### src/rtl/kwg_pkg.sv
package kwg_pkg;
  typedef enum logic [1:0] {
    GATE_CLOSED = 2'd0,
    GATE_ARMED  = 2'd1,
    GATE_OPEN   = 2'd2
  } gate_state_e;
endpackage

### src/rtl/kwg_match.sv
// Decodes one key location: a write hit and a hit carrying the magic word.
module kwg_match #(
  parameter int ADDR_W = 8,
  parameter int DATA_W = 32,
  parameter logic [ADDR_W-1:0] LOC = '0,
  parameter logic [DATA_W-1:0] MAGIC = '0
) (
  input  logic              wr_en,
  input  logic [ADDR_W-1:0] wr_addr,
  input  logic [DATA_W-1:0] wr_data,
  output logic              hit,
  output logic              good
);
  always_comb begin
    hit  = wr_en && (wr_addr == LOC);
    good = hit && (wr_data == MAGIC);
  end
endmodule

### src/rtl/kwg_fsm.sv
// Gate sequencer: closed -> armed on first key, armed -> open on second key.
module kwg_fsm
  import kwg_pkg::*;
(
  input  logic        clk,
  input  logic        rst,
  input  logic        k0_hit,
  input  logic        k0_good,
  input  logic        k1_hit,
  input  logic        k1_good,
  output gate_state_e state,
  output logic        open
);
  gate_state_e nxt;

  always_comb begin
    nxt = state;
    case (state)
      GATE_CLOSED: if (k0_good) nxt = GATE_ARMED;
      GATE_ARMED: begin
        if (k1_good)              nxt = GATE_OPEN;
        else if (k0_hit || k1_hit) nxt = GATE_CLOSED;
      end
      GATE_OPEN:   nxt = GATE_OPEN;
      default:     nxt = GATE_CLOSED;
    endcase
  end

  always_ff @(posedge clk) begin
    if (rst) state <= GATE_CLOSED;
    else     state <= nxt;
  end

  assign open = (state == GATE_OPEN);
endmodule

### src/rtl/kwg_fwd.sv
// Registered write forwarding and status read-back.
module kwg_fwd #(
  parameter int ADDR_W = 8,
  parameter int DATA_W = 32,
  parameter logic [ADDR_W-1:0] CTL_LOC = '0,
  parameter int STATUS_BIT = 23
) (
  input  logic              clk,
  input  logic              rst,
  input  logic              wr_en,
  input  logic [ADDR_W-1:0] wr_addr,
  input  logic [DATA_W-1:0] wr_data,
  input  logic              key_hit,
  input  logic              open,
  input  logic [ADDR_W-1:0] rd_addr,
  output logic              prot_wr,
  output logic [ADDR_W-1:0] prot_addr,
  output logic [DATA_W-1:0] prot_data,
  output logic [DATA_W-1:0] rd_data
);
  logic [DATA_W-1:0] status_word;

  always_comb begin
    for (int b = 0; b < DATA_W; b++)
      status_word[b] = (b == STATUS_BIT) ? open : 1'b0;
  end

  always_ff @(posedge clk) begin
    if (rst) begin
      prot_wr   <= 1'b0;
      prot_addr <= '0;
      prot_data <= '0;
      rd_data   <= '0;
    end else begin
      prot_wr <= wr_en && open && !key_hit;
      if (wr_en && open && !key_hit) begin
        prot_addr <= wr_addr;
        prot_data <= wr_data;
      end
      rd_data <= (rd_addr == CTL_LOC) ? status_word : '0;
    end
  end
endmodule

### src/rtl/keyed_write_gate.sv
module keyed_write_gate #(
  parameter int ADDR_W = 8,
  parameter int DATA_W = 32,
  parameter logic [ADDR_W-1:0] KEY_A_LOC = 8'h70,
  parameter logic [ADDR_W-1:0] KEY_B_LOC = 8'h74,
  parameter logic [ADDR_W-1:0] CTL_LOC   = 8'h50,
  parameter logic [DATA_W-1:0] KEY_A_VAL = 32'h83E7_0B13,
  parameter logic [DATA_W-1:0] KEY_B_VAL = 32'h95A4_F1E0,
  parameter int STATUS_BIT = 23
) (
  input  logic              clk,
  input  logic              rst,
  input  logic              wr_en,
  input  logic [ADDR_W-1:0] wr_addr,
  input  logic [DATA_W-1:0] wr_data,
  input  logic [ADDR_W-1:0] rd_addr,
  output logic              prot_wr,
  output logic [ADDR_W-1:0] prot_addr,
  output logic [DATA_W-1:0] prot_data,
  output logic [DATA_W-1:0] rd_data,
  output logic              unlocked
);
  import kwg_pkg::*;

  localparam int NKEYS = 2;
  localparam logic [NKEYS-1:0][ADDR_W-1:0] LOCS   = {KEY_B_LOC, KEY_A_LOC};
  localparam logic [NKEYS-1:0][DATA_W-1:0] MAGICS = {KEY_B_VAL, KEY_A_VAL};

  logic [NKEYS-1:0] hit, good;
  gate_state_e state;
  logic open;

  for (genvar k = 0; k < NKEYS; k++) begin : g_key
    kwg_match #(
      .ADDR_W(ADDR_W), .DATA_W(DATA_W), .LOC(LOCS[k]), .MAGIC(MAGICS[k])
    ) u_match (
      .wr_en(wr_en), .wr_addr(wr_addr), .wr_data(wr_data),
      .hit(hit[k]), .good(good[k])
    );
  end

  kwg_fsm u_fsm (
    .clk(clk), .rst(rst),
    .k0_hit(hit[0]), .k0_good(good[0]),
    .k1_hit(hit[1]), .k1_good(good[1]),
    .state(state), .open(open)
  );

  kwg_fwd #(
    .ADDR_W(ADDR_W), .DATA_W(DATA_W), .CTL_LOC(CTL_LOC), .STATUS_BIT(STATUS_BIT)
  ) u_fwd (
    .clk(clk), .rst(rst),
    .wr_en(wr_en), .wr_addr(wr_addr), .wr_data(wr_data),
    .key_hit(|hit), .open(open), .rd_addr(rd_addr),
    .prot_wr(prot_wr), .prot_addr(prot_addr), .prot_data(prot_data),
    .rd_data(rd_data)
  );

  assign unlocked = open;
endmodule

### config.mk
export PLATFORM = sky130hd
export DESIGN_NAME = keyed_write_gate
export DESIGN_NICKNAME = d
export VERILOG_FILES = /design/src/rtl/kwg_pkg.sv /design/src/rtl/kwg_match.sv /design/src/rtl/kwg_fsm.sv /design/src/rtl/kwg_fwd.sv /design/src/rtl/keyed_write_gate.sv
export SDC_FILE = /design/constraint.sdc
export NUM_CORES = 1
export LEC_CHECK = 0
export CAP_MARGIN = 25
export CORE_MARGIN = 8
export CORE_UTILIZATION = 39
export DETAILED_ROUTE_END_ITERATION = 6
export GPL_ROUTABILITY_DRIVEN = 0
export PLACE_DENSITY = 0.85
export REMOVE_ABC_BUFFERS = 1
export SLEW_MARGIN = 30
export SYNTH_ARGS = -nofsm -noshare
export SYNTH_HDL_FRONTEND = slang
export SYNTH_SLANG_ARGS = --single-unit
### constraint.sdc
create_clock -name clk -period 2.3 [get_ports clk]
set_clock_uncertainty 0.15 [all_clocks]
set_input_delay 0.345 -clock clk [delete_from_list [all_inputs] [get_ports clk]]
set_output_delay 0.345 -clock clk [all_outputs]
set_load 0.02 [all_outputs]
# Word-level counts from Yosys, hierarchy flattened
# Cells that the tools add are included.
# W data, S select, Z words.
dict set report word_totals {
  ramBits 0
  mem_count 0
  rom_bits 0
  out_inout_bits 74
  latch_bits 0
  elab_cells 32
  regBits 75
}
dict set report classes {
  n_eq_ne 9
  muxes 4
  n_div 0
  bitwise_logic 1
  multipliers 0
  order_cmp 0
  n_addsub 0
  n_reduce_logical 12
  n_shift 0
}
# operator count
set op_table {}
lappend op_table {{$eq A32 B32 Y1 const B} 2}
lappend op_table {{$eq A8 B7 Y1 const B} 3}
lappend op_table {{$logic_and A1 B1 Y1} 6}
lappend op_table {{$mux W2} 3}
lappend op_table {{$pmux W2 S3} 1}
lappend op_table {{$reduce_or A2 Y1} 2}
lappend op_table {{$ne A3 B2 Y1 const B} 1}
lappend op_table {{$eq A2 B1 Y1 const B} 1}
lappend op_table {{$eq A2 B2 Y1 const B} 1}
lappend op_table {{$logic_not A2 Y1} 1}
lappend op_table {{$ne A2 B2 Y1 const B} 1}
lappend op_table {{$reduce_and A2 Y1} 1}
lappend op_table {{$logic_not A1 Y1} 1}
lappend op_table {{$logic_or A1 B1 Y1} 1}
lappend op_table {{$not A1 Y1} 1}

# Logic depth before layout (Yosys ltp)
dict set report depth {
  ltp_word 6
  ltp_mapped 5
  ltp_nobuf 4
}

# Modules after synthesis
# From an unflattened synthesis, not the netlist that was laid out.
dict set report hier_totals {
  cells_unflattened 253
  hier_area_um2 2527.4
}
# module area_per_inst_um2 cells_per_inst n_inst
set modules_own_cells {}
lappend modules_own_cells {kwg_fwd 2154.6 213 1}
lappend modules_own_cells {{kwg_match at g_key[1].u_match} 142.6 16 1}
lappend modules_own_cells {{kwg_match at g_key[0].u_match} 132.6 14 1}
lappend modules_own_cells {kwg_fsm 91.3 9 1}
lappend modules_own_cells {keyed_write_gate 6.3 1 1}

# Worst setup path before layout
# No wires, ideal clock.
dict set report synth_path {
  path_kind {input to register}
  from {input wr_en}
  to {register u_fwd.prot_addr[0]}
  setup_ns 0.128
  t_required_ns 2.022
  path_slack_ns 0.815
  arrival_time_ns 1.207
  cell_stages 5
  path_cell_list {and4_1 a21oi_2 buf_6 mux2i_1 nor2_1}
}
dict set report synth_via {
  elab_chain_cells 4
}
# item line_no
set synth_lines {}
lappend synth_lines {{start, declared} keyed_write_gate.sv:13} ;# input logic wr_en,
lappend synth_lines {{$logic_and A1 B1 Y1} kwg_match.sv:15} ;# hit = wr_en && (wr_addr == LOC);
lappend synth_lines {{$reduce_or A2 Y1} keyed_write_gate.sv:54} ;# .key_hit(|hit), .open(open), .rd_addr(rd_addr),
lappend synth_lines {{$logic_not A1 Y1} kwg_fwd.sv:36} ;# if (wr_en && open && !key_hit) begin
lappend synth_lines {{$logic_and A1 B1 Y1 *} kwg_fwd.sv:36}
lappend synth_lines {{end signal, assigned} kwg_fwd.sv:37} ;# prot_addr <= wr_addr;
lappend synth_lines {{end, declared} kwg_fwd.sv:17} ;# output logic [ADDR_W-1:0] prot_addr,
# Mark *: on every way between the ends. The rest lies on a longest branch, timed or not.
# A chain may end at the register's enable or synchronous reset.

# Worst setup path in the final report
dict set report layout_path {
  from {register u_fsm.state[1]}
  to {output unlocked}
}
dict set report layout_via {
  elab_chain_cells 1
}
# item line_no
set layout_lines {}
lappend layout_lines {{start, declared} kwg_fsm.sv:11} ;# output gate_state_e state,
lappend layout_lines {{start signal, assigned} kwg_fsm.sv:31} ;# else state <= nxt;
lappend layout_lines {{$eq A2 B2 Y1} kwg_fsm.sv:34} ;# assign open = (state == GATE_OPEN);
lappend layout_lines {{end, declared} keyed_write_gate.sv:21} ;# output logic unlocked
# Every way passes these cells.

==> results.md <==
- The final period demand of the worst path is 1.94 ns.
- The critical path endpoint category is an output pin.
- The critical register-to-register path endpoint is u_fwd.prot_addr[3].
- The worst register-to-register path has a setup slack of 0.68 ns.
- 125 I/O pins were placed.
- The summed area of non-filler cells in the final layout is 2960 sq um.
- STA puts the critical path data required time at 1.80 ns.
- The area growth from synthesis to layout is 49.0%.
- Dividing total power by cell area gives a power density of 482 nW/um^2.
- The post-CTS setup buffer count is 0.
- The startpoint identified for the worst hold timing path is u_fwd.prot_data[11].
- The utilization after layout is 59.2%.
- The number of library cell types mapped by synthesis is 25.
- In this run the cell area of the synthesized design comes to 1990 sq um.
- The residual DRC count is 0.
- The initial antenna violation count is 0.
- The relative contribution of sequential cells to total power is 53.3%.
- The maximum buffer depth of the clock tree is 2.
- The longest individual stage delay on the worst path is 0.63 ns.
- The cell with the largest stage delay on the worst path is sky130_fd_sc_hd__clkdlybuf4s50_1.
- Power comes to 0.00143 W.
- The placeable core region is 5010 sq um.
- The post-DP HPWL is 4370 um.
- The starting density of the core is 39.7%.
- The total of cells resized after clock tree synthesis is 0.
- TritonCTS built the clock tree.
- Of the cells placed in the final design, the portion with a size suffix greater than 1 is 4.03%.
- The number of H-tree branching levels is 2.
- The quantity of I/O buffers inserted on ports is 93.
- Setup repair after global routing left no endpoint under its margin.
- The total iterations of the first detailed-routing run is 4.
- The number of hold buffers added after CTS is 0.
- The via count of the first global-routing pass is 1637.
- Walking the worst path, the cells encountered are nor2b_1 -> clkdlybuf4s50_1.
- The clock network fraction of total power is 34.2%.
- The worst path uses 84.5% of the clock period.
- The internal power of the cells totals 0.00109 W.
- The cell sitting at the root of the clock tree is a sky130_fd_sc_hd__clkbuf_8.
- The net switching power of the design is 0.000336 W.
- The path category of the worst min-delay check is reg2reg.
- Clock tree synthesis inserted a total of 5 buffers.
- The max-slew violation count was 0.
- After clock tree synthesis, the clock-pin slew on the worst setup and hold paths is 0.08 ns.
- Before CTS, the worst setup slack after placement is 0.213 ns.
- The overall track demand over capacity in global routing is 13.5%.
- The flow ran to the end, and the final reports show no timing, DRC or antenna violations.
- The startpoint identified for the worst register-to-register timing path is u_fsm.state[0].
- The per-cell via count in the routed design is 4.50.
- The synthesized instance count is 203.
- The tightest hold path in the finished design has a slack of 0.346 ns.
- The type of element launching the critical path is a flip-flop.
- The critical path class is reg2out.
- The pin count of the biggest net entering global routing is 27.
- The horizontal extent of the die is 87.4 um.
- The synthesis-stage register bit count is 44.
- Max-cap violations in this run came to 0.
- The tree built by TritonCTS fans out to 44 sinks.
- The Yosys warning count is 0.
- The number of nets with antenna violations after detailed routing is 0.
- The hold violation count in the final report is 0.
- The detailed-route via count is 1655.
- After detailed placement, the total cell area comes to 2870 sq um.
- Measured along the y axis, the die boundary spans 87.4 um.
- The first global-routing pass estimated 8050 um of wire.
- The later pin in the worst-skew pair is clocked with a latency of 0.28 ns.
- The critical path arrival is 1.45 ns.
- The worst register-to-register path has a depth of 5.
- The final layout contains 348 nets.
- The worst-case IR drop observed on VDD is 0.000327 V.
- The setup slack of the critical path after layout is 0.355 ns.
- After detailed routing, the average wire length per cell comes to 14.8 um.
- The standby leakage power is 1.04 nW.
- The sequential-to-total area share from yosys stat is 44.3%.
- The number of instances on the worst hold path is 2.
- After synthesis, the mean cell area works out to 9.80 sq um.
- The path with the worst hold slack has its endpoint at u_fwd.prot_data[11].
- For this block, the initial DRC count from the detailed router was 42.
- The die covers 7640 sq um.
- The total wire length is 5440 um.
- Setup violations remaining at the end of the flow were counted as 0.
- Net switching is 23.5% of the power.
- Based on the critical path, the design can be clocked at up to 0.514 GHz.
- The proportion of power drawn by combinational gates is 12.5%.
- The number of rows created at floorplan is 26.
- Of all nets on the critical path, the largest fanout is 3.
- Summed over all layers, the global routing overflow is 0.
- The count of inserted antenna diode cells is 0.
-- synthesized netlist by cell type --
master                     instances  share of area (%)
sky130_fd_sc_hd__nor4_4            1                1.1
sky130_fd_sc_hd__nor3_1            5                1.3
sky130_fd_sc_hd__clkbuf_1          5               0.94
sky130_fd_sc_hd__nand4b_1          3                1.3
sky130_fd_sc_hd__buf_4            31                 12
sky130_fd_sc_hd__nand3b_1          1               0.38
sky130_fd_sc_hd__o31ai_1           1               0.38
sky130_fd_sc_hd__nand2b_1          1               0.31
sky130_fd_sc_hd__dfxtp_1          44                 44
sky130_fd_sc_hd__buf_6             4                2.3
sky130_fd_sc_hd__nor2b_1           1               0.31
sky130_fd_sc_hd__nand4_1           4                1.3
sky130_fd_sc_hd__nor4_1            2               0.63
sky130_fd_sc_hd__nor4bb_1          1               0.50
sky130_fd_sc_hd__mux2i_1          40                 20
sky130_fd_sc_hd__and4b_1           1               0.50
sky130_fd_sc_hd__nor2_1           43                8.1
sky130_fd_sc_hd__and4_1            1               0.44
sky130_fd_sc_hd__conb_1            1               0.19
sky130_fd_sc_hd__nor4b_1           3                1.3
sky130_fd_sc_hd__or4_1             1               0.38
sky130_fd_sc_hd__a21oi_2           1               0.44
sky130_fd_sc_hd__and2_1            1               0.31
sky130_fd_sc_hd__o32ai_1           1               0.44
sky130_fd_sc_hd__nand2_1           6                1.1
-- per-stage QoR --
step	setup TNS (ns)	instances
after floorplan	-21.01	193
after global placement	0	360
after detailed placement	0	360
after CTS	0	368
after global routing	0	368
final	0	368
-- per-layer routing --
metal  wire length (um)  part of all wire, %  global-route usage, %  vias to the layer above
met5                  0                    0                      0                        -
met4                 67                  1.2                   4.22                        0
met3                680                   12                   6.51                        8
met2               2570                   47                   22.6                       73
met1               2120                   39                   14.6                      754
li1                   -                    -                      -                      820
-- registers in the layout, summed over array words and instances, names as in the netlist --
| register | flops |
|---|---|
| u_fwd.prot_addr | 8 |
| u_fwd.rd_data | 1 |
| u_fwd.prot_wr | 1 |
| u_fwd.prot_data | 32 |
| u_fsm.state | 2 |
-- power by group through the flow --
stage | Combinational (W) | Sequential, W | Clock, W
CTS | 0.000176 | 0.000761 | 0.000509
detailed placement | 0.000176 | 0.000779 | 0
global route | 0.000190 | 0.000761 | 0.000534
finish | 0.000178 | 0.000761 | 0.000489
floorplan | 0.0000565 | 0.000779 | 0
global placement | 0.000175 | 0.000779 | 0
-- worst max-delay path: cells and delay by family (launching register included) --
family                 cells  cell delay [ns]
DFF                        1             0.35
buffers and inverters      1             0.63
and+or+nand+nor            1             0.18
-- area by class of cell --
type	count	area (sq um)
fillers	444	2050
flip-flops and latches	44	881
multi-input cells	149	932
well taps	70	87.6
clock buffers	8	90.1
repair buffers	97	973
-- worst max-delay path by stage --
stage	start	endpoint	depth (start not counted)
2_1_floorplan	wr_en	u_fwd.prot_addr[0]	4
3_3_place_gp	wr_en	u_fwd.prot_addr[0]	6
3_5_place_dp	wr_en	u_fwd.prot_addr[3]	6
4_1_cts	u_fsm.state[1]	unlocked	2
5_1_grt	u_fsm.state[1]	unlocked	2
6_report	u_fsm.state[1]	unlocked	2
-- layout by cell type, fill, tap and decap left out, drive strengths merged --
master,count
clkbuf,8
o31ai,1
nor4b,3
o32ai,1
clkdlybuf4s50,93
nand4,4
or4,1
nor3,5
nor2,43
nand2b,1
and4,1
nand2,6
mux2i,40
nand4b,3
buf,4
nor4,3
a21oi,1
and4b,1
and2,1
dfxtp,44
nor4bb,1
nor2b,1
conb,31
nand3b,1
-- logic make-up (layout without fill, tap and decap cells) --
group                  Yosys count  in the layout  synth area share (%)
other                            1             31                 0.188
AO/OA/AOI/OAI                    3              3                  1.26
multiplexers                    40             40                  20.1
buffers and inverters           40            105                  14.9
AND/OR/NAND/NOR                 75             75                  19.2
flip-flops                      44             44                  44.3
Note: power is estimated with default switching activity, not from simulation.
